===== config.mk =====
export PLATFORM = sky130hd
export DESIGN_NAME = fetch_accel
export DESIGN_NICKNAME = d
export VERILOG_FILES = /design/src/rtl/fa_pkg.sv /design/src/rtl/fa_bank.sv /design/src/rtl/fa_dline.sv /design/src/rtl/fetch_accel.sv
export SDC_FILE = /design/constraint.sdc
export NUM_CORES = 2
export LEC_CHECK = 0
export ABC_CLOCK_PERIOD_IN_PS = 6010
export BUFFER_PORTS_ARGS = -buffer_cell sky130_fd_sc_hd__buf_2
export CAP_MARGIN = 10
export CELL_PAD_IN_SITES_DETAIL_PLACEMENT = 1
export CELL_PAD_IN_SITES_GLOBAL_PLACEMENT = 1
export CORE_UTILIZATION = 46
export CTS_CLUSTER_SIZE = 40
export DETAILED_ROUTE_END_ITERATION = 10
export PLACE_DENSITY_LB_ADDON = 0.1
export SETUP_SLACK_MARGIN = 0.4
export SLEW_MARGIN = 20
export SYNTH_ARGS = -nofsm -noshare
export SYNTH_HDL_FRONTEND = slang
export SYNTH_SLANG_ARGS = --single-unit

===== constraint.sdc =====
create_clock -name clk_i -period 6.01 [get_ports clk_i]
set_input_delay 0.601 -clock clk_i [delete_from_list [all_inputs] [get_ports clk_i]]
set_output_delay 0.601 -clock clk_i [all_outputs]
set_load 0.01 [all_outputs]

===== src/rtl/fa_pkg.sv =====
package fa_pkg;
  localparam int WORD_W = 32;
  localparam int WORDS  = 4;
  localparam int LINE_W = WORD_W * WORDS;
  localparam int OFF_W  = $clog2(LINE_W / 8);
  localparam int WSEL_W = $clog2(WORDS);

  typedef enum logic [1:0] {
    MODE_OFF  = 2'b00,
    MODE_PART = 2'b01,
    MODE_FULL = 2'b10
  } mode_e;

  typedef enum logic {
    ST_IDLE = 1'b0,
    ST_WAIT = 1'b1
  } st_e;
endpackage


===== src/rtl/fa_bank.sv =====
module fa_bank
  import fa_pkg::*;
#(
  parameter int TAG_W = 12,
  parameter int TIM_W = 3
) (
  input  logic              clk_i,
  input  logic              rst_ni,
  input  logic [TIM_W-1:0]  tim_i,
  input  logic              inval_i,
  input  logic              cancel_i,
  input  logic              pf_start_i,
  input  logic [TAG_W-1:0]  pf_tag_i,
  input  logic              dem_act_i,
  input  logic [TAG_W-1:0]  dem_tag_i,
  input  logic              bt_fill_i,
  input  logic [LINE_W-1:0] fl_rdata_i,
  output logic              fl_en_o,
  output logic [TAG_W-1:0]  fl_addr_o,
  input  logic [TAG_W-1:0]  lk_tag_i,
  output logic              hit_o,
  output logic [LINE_W-1:0] hit_line_o,
  output logic              pf_act_o
);
  logic              pf_valid_q, pf_act_q, bt_valid_q;
  logic [TAG_W-1:0]  pf_tag_q, bt_tag_q;
  logic [LINE_W-1:0] pf_line_q, bt_line_q;
  logic [TIM_W-1:0]  cnt_q;

  always_ff @(posedge clk_i or negedge rst_ni) begin
    if (!rst_ni) begin
      pf_valid_q <= 1'b0;
      pf_act_q   <= 1'b0;
      bt_valid_q <= 1'b0;
      pf_tag_q   <= '0;
      bt_tag_q   <= '0;
      pf_line_q  <= '0;
      bt_line_q  <= '0;
      cnt_q      <= '0;
    end else if (inval_i) begin
      pf_valid_q <= 1'b0;
      pf_act_q   <= 1'b0;
      bt_valid_q <= 1'b0;
    end else begin
      if (bt_fill_i) begin
        bt_valid_q <= 1'b1;
        bt_tag_q   <= dem_tag_i;
        bt_line_q  <= fl_rdata_i;
      end
      if (cancel_i) begin
        pf_act_q <= 1'b0;
      end else if (pf_start_i) begin
        pf_act_q   <= 1'b1;
        pf_valid_q <= 1'b0;
        pf_tag_q   <= pf_tag_i;
        cnt_q      <= tim_i;
      end else if (pf_act_q) begin
        if (cnt_q == TIM_W'(1)) begin
          pf_act_q   <= 1'b0;
          pf_valid_q <= 1'b1;
          pf_line_q  <= fl_rdata_i;
        end else begin
          cnt_q <= cnt_q - TIM_W'(1);
        end
      end
    end
  end

  always_comb begin
    hit_o      = 1'b0;
    hit_line_o = bt_line_q;
    if (pf_valid_q && pf_tag_q == lk_tag_i) begin
      hit_o      = 1'b1;
      hit_line_o = pf_line_q;
    end else if (bt_valid_q && bt_tag_q == lk_tag_i) begin
      hit_o = 1'b1;
    end
  end

  assign fl_en_o   = dem_act_i | pf_act_q;
  assign fl_addr_o = dem_act_i ? dem_tag_i : pf_tag_q;
  assign pf_act_o  = pf_act_q;

  AST_INVAL_EMPTY: assert property (@(posedge clk_i) disable iff (!rst_ni)
    inval_i |=> (!pf_valid_q && !bt_valid_q && !pf_act_q));
endmodule


===== src/rtl/fa_dline.sv =====
module fa_dline
  import fa_pkg::*;
#(
  parameter int TAG_W = 13
) (
  input  logic              clk_i,
  input  logic              rst_ni,
  input  logic              inval_i,
  input  logic              fill_i,
  input  logic [TAG_W-1:0]  fill_tag_i,
  input  logic [LINE_W-1:0] fill_line_i,
  input  logic [TAG_W-1:0]  lk_tag_i,
  output logic              hit_o,
  output logic [LINE_W-1:0] line_o
);
  logic             valid_q;
  logic [TAG_W-1:0] tag_q;

  always_ff @(posedge clk_i or negedge rst_ni) begin
    if (!rst_ni) begin
      valid_q <= 1'b0;
      tag_q   <= '0;
      line_o  <= '0;
    end else if (inval_i) begin
      valid_q <= 1'b0;
    end else if (fill_i) begin
      valid_q <= 1'b1;
      tag_q   <= fill_tag_i;
      line_o  <= fill_line_i;
    end
  end

  assign hit_o = valid_q && (tag_q == lk_tag_i);

  AST_DLINE_CLEAR: assert property (@(posedge clk_i) disable iff (!rst_ni)
    inval_i |=> !hit_o);
endmodule


===== src/rtl/fetch_accel.sv =====
module fetch_accel
  import fa_pkg::*;
#(
  parameter int AW      = 17,
  parameter int TIM_W   = 3,
  parameter int TIM_RST = 7,
  localparam int LIDX_W = AW - OFF_W,
  localparam int BTAG_W = LIDX_W - 1
) (
  input  logic                  clk_i,
  input  logic                  rst_ni,
  input  logic                  mode_we_i,
  input  logic [1:0]            mode_i,
  input  logic                  tim_we_i,
  input  logic [TIM_W-1:0]      tim_i,
  input  logic                  prog_start_i,
  input  logic                  flash_busy_i,
  input  logic                  req_valid_i,
  output logic                  req_ready_o,
  input  logic [AW-1:0]         req_addr_i,
  input  logic                  req_data_i,
  input  logic                  req_seq_i,
  output logic                  rsp_valid_o,
  output logic [WORD_W-1:0]     rsp_rdata_o,
  output logic [1:0]            fl_en_o,
  output logic [2*BTAG_W-1:0]   fl_addr_o,
  input  logic [2*LINE_W-1:0]   fl_rdata_i
);
  logic [1:0]       mode_q;
  logic [TIM_W-1:0] tim_q;
  st_e              st_q;
  logic [TIM_W-1:0] cnt_q;
  logic             q_data, q_bank;
  logic [LIDX_W-1:0] q_line;
  logic [WSEL_W-1:0] q_widx;

  logic [LIDX_W-1:0] cur_line;
  logic              cur_bank;
  logic [WSEL_W-1:0] cur_widx;
  logic              accept, fast, comp, inval, pf_on;
  logic              ihit, dhit;
  logic [LINE_W-1:0] hit_line, dline;

  logic [1:0]        b_hit, b_pf_act, b_start, b_cancel, b_fill, b_dem;
  logic [LINE_W-1:0] b_line [2];
  logic [BTAG_W-1:0] b_ptag [2];

  logic              t1_fire, t2_fire, t2_bank;
  logic [LIDX_W-1:0] t1_line, t2_base, t2_line;

  assign cur_line = req_addr_i[AW-1:OFF_W];
  assign cur_bank = req_addr_i[OFF_W];
  assign cur_widx = req_addr_i[OFF_W-1:2];

  // configuration
  assign inval = prog_start_i |
                 (mode_we_i && mode_i != 2'b11 && mode_i != mode_q);

  always_ff @(posedge clk_i or negedge rst_ni) begin
    if (!rst_ni) begin
      mode_q <= MODE_OFF;
      tim_q  <= TIM_W'(TIM_RST);
    end else begin
      if (mode_we_i && mode_i != 2'b11) mode_q <= mode_i;
      if (tim_we_i && tim_i != '0)      tim_q  <= tim_i;
    end
  end

  // hit decision
  assign ihit     = b_hit[cur_bank];
  assign hit_line = req_data_i ? dline : b_line[cur_bank];
  always_comb begin
    fast = 1'b0;
    if (mode_q == MODE_FULL)
      fast = req_data_i ? dhit : ihit;
    else if (mode_q == MODE_PART)
      fast = !req_data_i && req_seq_i && ihit;
  end

  assign req_ready_o = (st_q == ST_IDLE) && !flash_busy_i;
  assign accept      = req_valid_i && req_ready_o;
  assign comp        = (st_q == ST_WAIT) && (cnt_q == TIM_W'(1));
  assign pf_on       = (mode_q != MODE_OFF);

  always_ff @(posedge clk_i or negedge rst_ni) begin
    if (!rst_ni) begin
      st_q        <= ST_IDLE;
      cnt_q       <= '0;
      q_data      <= 1'b0;
      q_bank      <= 1'b0;
      q_line      <= '0;
      q_widx      <= '0;
      rsp_valid_o <= 1'b0;
      rsp_rdata_o <= '0;
    end else begin
      rsp_valid_o <= 1'b0;
      if (accept) begin
        if (fast) begin
          rsp_valid_o <= 1'b1;
          rsp_rdata_o <= hit_line[cur_widx*WORD_W +: WORD_W];
        end else begin
          st_q   <= ST_WAIT;
          cnt_q  <= tim_q;
          q_data <= req_data_i;
          q_bank <= cur_bank;
          q_line <= cur_line;
          q_widx <= cur_widx;
        end
      end else if (st_q == ST_WAIT) begin
        if (comp) begin
          st_q        <= ST_IDLE;
          rsp_valid_o <= 1'b1;
          rsp_rdata_o <= fl_rdata_i[{q_bank, q_widx}*WORD_W +: WORD_W];
        end else begin
          cnt_q <= cnt_q - TIM_W'(1);
        end
      end
    end
  end

  // prefetch triggers: opposite bank after a miss, same bank after word 3
  assign t1_fire = comp && !q_data && pf_on;
  assign t1_line = q_line + LIDX_W'(1);
  assign t2_fire = pf_on && ((accept && fast && !req_data_i && cur_widx == '1) ||
                             (comp && !q_data && q_widx == '1));
  assign t2_base = comp ? q_line : cur_line;
  assign t2_bank = t2_base[0];
  assign t2_line = t2_base + LIDX_W'(2);

  for (genvar b = 0; b < 2; b++) begin : g_bank
    assign b_dem[b]    = (st_q == ST_WAIT) && (q_bank == 1'(b));
    assign b_fill[b]   = comp && !q_data && (q_bank == 1'(b));
    assign b_cancel[b] = flash_busy_i || (accept && !fast && cur_bank == 1'(b));
    assign b_start[b]  = (t1_fire && q_bank != 1'(b)) || (t2_fire && t2_bank == 1'(b));
    assign b_ptag[b]   = (t1_fire && q_bank != 1'(b)) ? t1_line[LIDX_W-1:1]
                                                      : t2_line[LIDX_W-1:1];
    fa_bank #(.TAG_W(BTAG_W), .TIM_W(TIM_W)) i_bank (
      .clk_i      (clk_i),
      .rst_ni     (rst_ni),
      .tim_i      (tim_q),
      .inval_i    (inval),
      .cancel_i   (b_cancel[b]),
      .pf_start_i (b_start[b]),
      .pf_tag_i   (b_ptag[b]),
      .dem_act_i  (b_dem[b]),
      .dem_tag_i  (q_line[LIDX_W-1:1]),
      .bt_fill_i  (b_fill[b]),
      .fl_rdata_i (fl_rdata_i[b*LINE_W +: LINE_W]),
      .fl_en_o    (fl_en_o[b]),
      .fl_addr_o  (fl_addr_o[b*BTAG_W +: BTAG_W]),
      .lk_tag_i   (cur_line[LIDX_W-1:1]),
      .hit_o      (b_hit[b]),
      .hit_line_o (b_line[b]),
      .pf_act_o   (b_pf_act[b])
    );
  end

  fa_dline #(.TAG_W(LIDX_W)) i_dline (
    .clk_i       (clk_i),
    .rst_ni      (rst_ni),
    .inval_i     (inval),
    .fill_i      (comp && q_data),
    .fill_tag_i  (q_line),
    .fill_line_i (fl_rdata_i[q_bank*LINE_W +: LINE_W]),
    .lk_tag_i    (cur_line),
    .hit_o       (dhit),
    .line_o      (dline)
  );

  AST_MODE_LEGAL: assert property (@(posedge clk_i) disable iff (!rst_ni)
    mode_q != 2'b11);
  AST_TIM_NONZERO: assert property (@(posedge clk_i) disable iff (!rst_ni)
    tim_q != '0);
  AST_FAST_RSP: assert property (@(posedge clk_i) disable iff (!rst_ni)
    (accept && fast) |=> rsp_valid_o);
  AST_WAIT_QUIET: assert property (@(posedge clk_i) disable iff (!rst_ni)
    (st_q == ST_WAIT && cnt_q != TIM_W'(1)) |=> !rsp_valid_o);
  AST_DEMAND_NO_PF: assert property (@(posedge clk_i) disable iff (!rst_ni)
    (st_q == ST_WAIT) |-> !b_pf_act[q_bank]);
endmodule


Word level (Yosys, flattened, before mapping)
Index checks and enable logic that the tools add are counted.

storage, ports and cells
  register bits = 773
  input bits = 287
  output and inout bits = 60
  logic and storage cells = 210

cells by class
  add/sub/neg operators = 5
  order comparisons = 2
  equal/unequal tests = 21
  shift operators = 3
  multiplexer cells = 68
  bitwise gates (word level) = 14
  reductions and logical operators = 68

operators by type and width
  kind                                                    count
  2-to-1 mux 128 bit                                      6
  variable part select 256 x 9 -> 128 bit                 1
  variable part select 256 x 9 -> 32 bit                  1
  2-to-1 mux 32 bit                                       4
  variable part select 128 x 8 -> 32 bit                  1
  == test 12 bit                                          4
  2-to-1 mux 12 bit                                       4
  2-to-1 mux 1 bit                                        43
  logical AND 1 bit                                       32
  2-to-1 mux 3 bit                                        10
  AND reduction 3 bit                                     6
  nonzero test 2 bit                                      8
  nonzero test 3 bit                                      5
  adder 13 x 1 -> 13 bit (second input constant)          1
  adder 13 x 2 -> 13 bit (second input constant)          1
  == test 13 bit                                          1
  2-to-1 mux 13 bit                                       1
  inverter 1 bit                                          10
  AND reduction 5 bit                                     2
  == test 3 x 1 -> 1 bit (second input constant)          3
  subtractor 3 x 1 -> 3 bit (second input constant)       3
  inequality test 2 x 1 -> 1 bit (second input constant)  4
  inequality test 2 bit (second input constant)           4
  AND reduction 2 bit                                     4
  10 further kinds                                        22

Longest topological paths before layout
  depth after elaboration = 19
  depth in mapped cells = 15
  mapped depth without buffers = 12

By module
Synthesis repeated with hierarchy kept, for this count alone.

second synthesis, totals
  cell total of the unflattened synthesis = 3189
  area, all modules = 42420.7 µm²

modules (own cells, without submodules)
  module                      instances  cells an instance  area each (µm²)  seq. area each (µm²)
  fa_bank (g_bank[0].i_bank)  1          814                13183.9          7156.9
  fa_bank (g_bank[1].i_bank)  1          816                12746.0          7156.9
  fetch_accel                 1          1239               10611.4          1455.1
  fa_dline                    1          320                5879.4           3553.4

Least setup slack after synthesis
OpenSTA, ideal clock, no wires.

  path kind = flip-flop to flip-flop
  start = register cnt_q[0]
  end = register g_bank[0].i_bank.pf_tag_q[10]
  library setup time = 0.125 ns
  arrival = 3.027 ns
  data required time = 5.885 ns
  setup slack = 2.858 ns
  stages on the path, launching flop included = 15
  buffers on the path = 3
  clock period less this slack = 3.152 ns
  path through = dfrtp_1 -> ha_1 -> nand3b_1 -> buf_2 -> buf_1 -> clkbuf_1 -> nand2_1 -> nand2_1 -> ha_1 -> o21ai_0 -> a221o_1 -> a21oi_1 -> xor2_1 -> mux2i_1 -> mux2_2

on the way
  longest elaborated chain between the ends = 9
  elaborated cells between the ends (all ways) = 15
  those cells by class = 1 x add/sub; 1 x eq/ne; 2 x mux; 1 x bitwise; 10 x reduce/logical

RTL lines
  what                                                            line                text
  start, declared                                                 fetch_accel.sv:32   logic [TIM_W-1:0] cnt_q;
  start signal, assigned                                          fetch_accel.sv:103  cnt_q <= tim_q;
  start signal, assigned                                          fetch_accel.sv:115  cnt_q <= cnt_q - TIM_W'(1);
  == test 3 x 1 -> 1 bit *                                        fetch_accel.sv:82   assign comp = (st_q == ST_WAIT) && (cnt_q == TIM_W'(1));
  logical AND 1 bit *                                             fetch_accel.sv:82
  branches (longest 7 deep; another with adder 13 x 2 -> 13 bit)  n/a
  end signal, assigned                                            fa_bank.sv:55       pf_tag_q <= pf_tag_i;
  end, declared                                                   fa_bank.sv:26       logic [TAG_W-1:0] pf_tag_q, bt_tag_q;

Mark *: on every way between the ends.
A chain may end at the register's enable or synchronous reset.

Worst setup path in the final report
  start = register cnt_q[0]
  end = register g_bank[1].i_bank.pf_line_q[120]

on the way
  longest elaborated chain between the ends = 10
  elaborated cells between the ends (all ways) = 13
  those cells by class = 1 x eq/ne; 1 x mux; 1 x bitwise; 10 x reduce/logical

RTL lines
  what                             line                                    text
  == test 3 x 1 -> 1 bit *         fetch_accel.sv:82
  logical AND 1 bit *              fetch_accel.sv:82
  logical AND 1 bit                fetch_accel.sv:122, fetch_accel.sv:125
  logical AND 1 bit                fetch_accel.sv:125                      (comp && !q_data && q_widx == '1));
  logical OR 1 bit                 fetch_accel.sv:124                      assign t2_fire = pf_on && ((accept && fast && !req_data_i && cur_widx == '1) ||
  logical AND 1 bit                fetch_accel.sv:124
  logical AND 1 bit                fetch_accel.sv:134                      assign b_start[b] = (t1_fire && q_bank != 1'(b)) || (t2_fire && t2_bank == 1'(b));
  logical OR 1 bit *               fetch_accel.sv:134
  inverter 1 bit (no line) *       n/a
  AND reduction 5 bit (no line) *  n/a
  end signal, assigned             fa_bank.sv:61                           pf_line_q <= fl_rdata_i;
  end, declared                    fa_bank.sv:27                           logic [LINE_W-1:0] pf_line_q, bt_line_q;

Every way passes the cells marked *; elsewhere a longest branch is shown, timed or not.

==> impl_summary.md <==
Outcome
The run finished with clean final reports.

Timing
Clock skew on the completed layout was measured at 0.0194 ns. The max-slew violation total from the final report is 0. The time the worst path needs with I/O delays and setup is 4.30 ns.

At the pin with the least slew margin, the transition time is 1.07 ns. Setup repair after global routing left no endpoint under its margin. In this run the tightest slew margin relative to its limit is 0.286. On the final layout, the worst hold slack is 0.00732 ns. Setup violations remaining at the end of the flow were counted as 0.

The count of final hold-check violations is 0. The peak clock frequency supported by timing is 232 MHz. Of the available clock period, the critical path in the final layout requires 0.716. Summed over all failing endpoints, the final setup total negative slack is 0 ns.

Routing
The total length of routed wires is 134 mm. In the routed design, unresolved DRC markers number 0. In the final routed layout, each cell accounts on average for 27.7 um. The via count normalized by instance count is 6.02. The count of TritonRoute iterations in the first routing pass is 5. The count of nets left with antenna violations once routing finished came out at 0. The total number of vias is 29,000. The detailed router finished its first iteration with 1,624 violations.

Floorplanning
The die outline width is 300 um. The starting density of the core is 0.464. The number of ports placed on the die boundary is 347.

The die covers 90,200 um^2. The area inside the core boundary is 88,200 um^2. The die is 300 um tall. In this run the core area contains 109 standard-cell rows.

Synthesis
The net count after synthesis is 3,662. The xor-xnor portion of the synthesized cell area is 0.0173. The arithmetic-cell share of the synthesized area counting full adders, half adders and majority gates is 0.00244. The number of instances in the synthesized netlist is 3,367.

The area share of the largest cell type after synthesis is 0.470. The sequential cell area fraction in the yosys report is 0.472. Yosys printed 0 warnings.

The multiplexer share of the synthesized area is 0.341. The number of distinct standard cells referenced by the synthesized netlist is 65. By area, the combinational part of the netlist is dominated by multiplexers.

Of the total synthesized cell area, the portion taken by AND, OR, NAND and NOR gates is 0.0484. The synthesized design contains 0 enable-type register cells. The complex-gate fraction of the synthesized area was 0.0835. Sorting the synthesized cells by area gives the leading types as sky130_fd_sc_hd__dfrtp_1 47%, sky130_fd_sc_hd__mux2_2 15%, sky130_fd_sc_hd__mux2i_1 7.6%. Counting flops and latches in the post-synthesis netlist gives 772. Counting flops with an async set or reset pin after synthesis yields a share of 1.00.

Dividing the synthesized area by the synthesized cell count gives 12.2 um^2. The biggest area contributor in the post-synthesis netlist is sky130_fd_sc_hd__dfrtp_1. The cell area that synthesis handed to floorplanning was 40,900 um^2. The prevailing post-synth register cell is sky130_fd_sc_hd__dfrtp_1.

Critical path
The worst setup path is captured at a register. Counting stages on the worst path, the most repeated cell is sky130_fd_sc_hd__buf_4. Counting cells, the worst reg-to-reg path comes to 10. The critical path's largest stage delay is 0.76 ns. Of all nets on the critical path, the largest fanout is 29. The largest individual stage delay along the critical path comes from the cell sky130_fd_sc_hd__and3_4.

The minimum setup slack among reg-to-reg paths is 1.71 ns. The worst setup path is launched from a register. The most critical setup path has its startpoint at cnt_q[0]. The startpoint of the worst register-to-register path is cnt_q[0]. The critical path is of the register to register type. Traced cell by cell, the critical path runs through ha_1 > nand3b_1 > buf_4 > nor3_1 > nand2b_1 > o21ai_1 > nand2_2 > and3_4 > buf_4 > mux2_4. The endpoint of the worst setup timing path is g_bank[1].i_bank.pf_line_q[120]. The endpoint identified for the worst register-to-register timing path is g_bank[1].i_bank.pf_line_q[120]. STA puts the critical path data arrival time at 4.84 ns.

The required time of the worst setup path is 6.54 ns.

Cells and area
The library cell used most frequently in the layout, excluding fill and tap cells, is sky130_fd_sc_hd__dfrtp_1. In the final layout, the share of cells above drive strength 1 is 0.357. The net count of the finished layout is 3,875. The design area is 46,500 um^2. At the end of the flow the core is filled with cells to 0.527. The signed area change from the synthesized netlist to the final layout is 13.5%. Leaving out fill and tap cells, the most frequent cells in the layout are 766 x sky130_fd_sc_hd__dfrtp_1, 553 x sky130_fd_sc_hd__mux2_2, 340 x sky130_fd_sc_hd__buf_2.

Clock tree
For this design, the CTS-stage hold fixing added 0 buffers. The number of gates resized after CTS is 0. After clock tree synthesis, the clock-pin slew on the worst setup and hold paths is 0.06 ns.

The depth of the CTS H-tree is 3. The number of setup buffers added after CTS is 0. The CTS root buffer is sky130_fd_sc_hd__clkbuf_16. Clock tree synthesis inserted a total of 88 buffers. The maximum clock insertion buffer count is 3. The clock net sink count is 772. The clock latency reported for the late side of the worst-skew pair is 0.66 ns. The CTS tree is done.

Placement
The final weighted congestion in routability-driven placement is 0.875. The sum of net half-perimeters after detailed placement is 80.8 mm. The count of buffers inserted at the top-level ports is 344. The total placed instance area is 43,400 um^2.

Pwr
The analysis attributes to cell leakage a power of 22.1 nW. The switching power total is 5.89 mW. Of the total power, the share spent switching nets is 0.314. The power density over cell area is 404 nW/um^2. Of the total power, combinational logic draws 0.289.

The share of total power dissipated in the clock network is 0.301. Across the VDD grid, the largest voltage drop is 0.303 mV. The internal power of the cells is 12.9 mW. Of the total power, registers draw 0.410.

Global routing
Entering global routing, the biggest net connects 175 pins. The initial antenna violation count came to 36. The total overflow left after global routing is 0. The first global-routing pass estimated 205 mm of wire.

The via count of the first global-routing pass is 32,100. In the global route stage, overall resource usage came out at 0.300.

Hold path
The min-delay analysis places its worst path in the category input pin to asynchronous set/reset pin.

Job
Across the run, the number of max-cap violations was 0.
-- critical path, delay by kind of cell, from the launching register on --
family | cells | cell delay [ns]
AOI/OAI and AO/OA | 1 | 0.30
adders and majority gates | 1 | 0.23
buffers and inverters | 2 | 0.88
DFF | 1 | 0.42
muxes | 1 | 0.34
and+or+nand+nor | 5 | 1.93
-- cell usage after synthesis, types with 5 or more instances --
| master | instances |
|---|---|
| sky130_fd_sc_hd__dfrtp_1 | 769 |
| sky130_fd_sc_hd__mux2_2 | 553 |
| sky130_fd_sc_hd__mux2i_1 | 312 |
| sky130_fd_sc_hd__a21oi_1 | 254 |
| sky130_fd_sc_hd__o21ai_0 | 235 |
| sky130_fd_sc_hd__nand2_1 | 229 |
| sky130_fd_sc_hd__clkbuf_1 | 154 |
| sky130_fd_sc_hd__mux2_1 | 120 |
| sky130_fd_sc_hd__mux2_4 | 120 |
| sky130_fd_sc_hd__nor2_1 | 73 |
| sky130_fd_sc_hd__mux4_2 | 64 |
| sky130_fd_sc_hd__buf_2 | 50 |
| sky130_fd_sc_hd__xnor2_1 | 48 |
| sky130_fd_sc_hd__nor3_1 | 46 |
| sky130_fd_sc_hd__buf_1 | 35 |
| sky130_fd_sc_hd__a2bb2oi_1 | 33 |
| sky130_fd_sc_hd__xor2_1 | 33 |
| sky130_fd_sc_hd__o2bb2ai_1 | 28 |
| sky130_fd_sc_hd__nand3_1 | 26 |
| sky130_fd_sc_hd__inv_1 | 18 |
| sky130_fd_sc_hd__nand4_1 | 17 |
| sky130_fd_sc_hd__buf_6 | 15 |
| sky130_fd_sc_hd__buf_12 | 11 |
| sky130_fd_sc_hd__and3_1 | 9 |
| sky130_fd_sc_hd__o211ai_1 | 9 |
| sky130_fd_sc_hd__ha_1 | 8 |
| sky130_fd_sc_hd__nor4_1 | 8 |
| sky130_fd_sc_hd__buf_4 | 7 |
| sky130_fd_sc_hd__nand2b_1 | 7 |
| sky130_fd_sc_hd__a211o_1 | 6 |
| sky130_fd_sc_hd__a221oi_1 | 5 |
-- stage by stage --
step,instances,worst slack [ns],power [mW]
2_1_floorplan,3367,2.86,11.4
3_3_place_gp,4654,1.55,12.8
3_5_place_dp,4654,1.45,13.2
4_1_cts,4811,1.74,18.9
5_1_grt,4824,1.54,19.8
6_report,4826,1.71,18.8
-- sequential cells by signal, summed over array words and instances (netlist names), 3 cells and up --
register,count
rsp_rdata_o,32
cnt_q,3
g_bank.i_bank.pf_tag_q,24
g_bank.i_bank.pf_line_q,256
g_bank.i_bank.bt_line_q,256
i_dline.line_o,128
g_bank.i_bank.bt_tag_q,24
q_line,13
g_bank.i_bank.cnt_q,6
i_dline.tag_q,13
tim_q,3
-- cell type report --
type                    instances  area, um^2
fillers                      8977       41800
multi-input cells            2305       20200
flip-flops and latches        772       19300
clock buffers                 139        2750
repair buffers                395        2310
well taps                    1165        1460
clock inverters                18         275
inverters                      18        70.1
diodes                         14        35.0
-- metal layers --
layer / track usage / up-vias / wire length [um] / share of wire
li1: - / 12700 / - / -
met1: 0.394 / 15400 / 57400 / 0.43
met2: 0.510 / 682 / 66800 / 0.50
met3: 0.0439 / 216 / 6090 / 0.046
met4: 0.0944 / 36 / 3090 / 0.023
met5: 0 / - / 224 / 0.0017
-- kinds of logic after synthesis --
group	count (synthesis)
mux	1169
flops	772
compound gates	604
simple gates	443
buf+inv	290
xor+xnor	81
fa+ha+maj	8
-- power groups by stage --
stage               sequential [mW]  combinational (mW)  clock (mW)
global route                   7.89                5.90        5.96
floorplan                      7.21                4.15           0
finish                         7.69                5.42        5.65
CTS                            7.69                5.45        5.76
global placement               7.63                5.18           0
detailed placement             7.77                5.41           0
-- how the worst min path moves through the flow --
stage / startpoint / cells past startpoint / end / slack, ns
floorplan: rst_ni / 0 / cnt_q[0] / 0.31
global placement: i_dline.line_o[106] / 2 / i_dline.line_o[106] / 0.46
detailed placement: i_dline.line_o[46] / 2 / i_dline.line_o[46] / 0.46
CTS: rst_ni / 1 / g_bank[0].i_bank.pf_tag_q[6] / 0.04
global route: rst_ni / 1 / g_bank[1].i_bank.pf_tag_q[8] / 0.07
finish: rst_ni / 1 / g_bank[1].i_bank.pf_tag_q[8] / 0.007
Power figures use the tool's default switching activity.
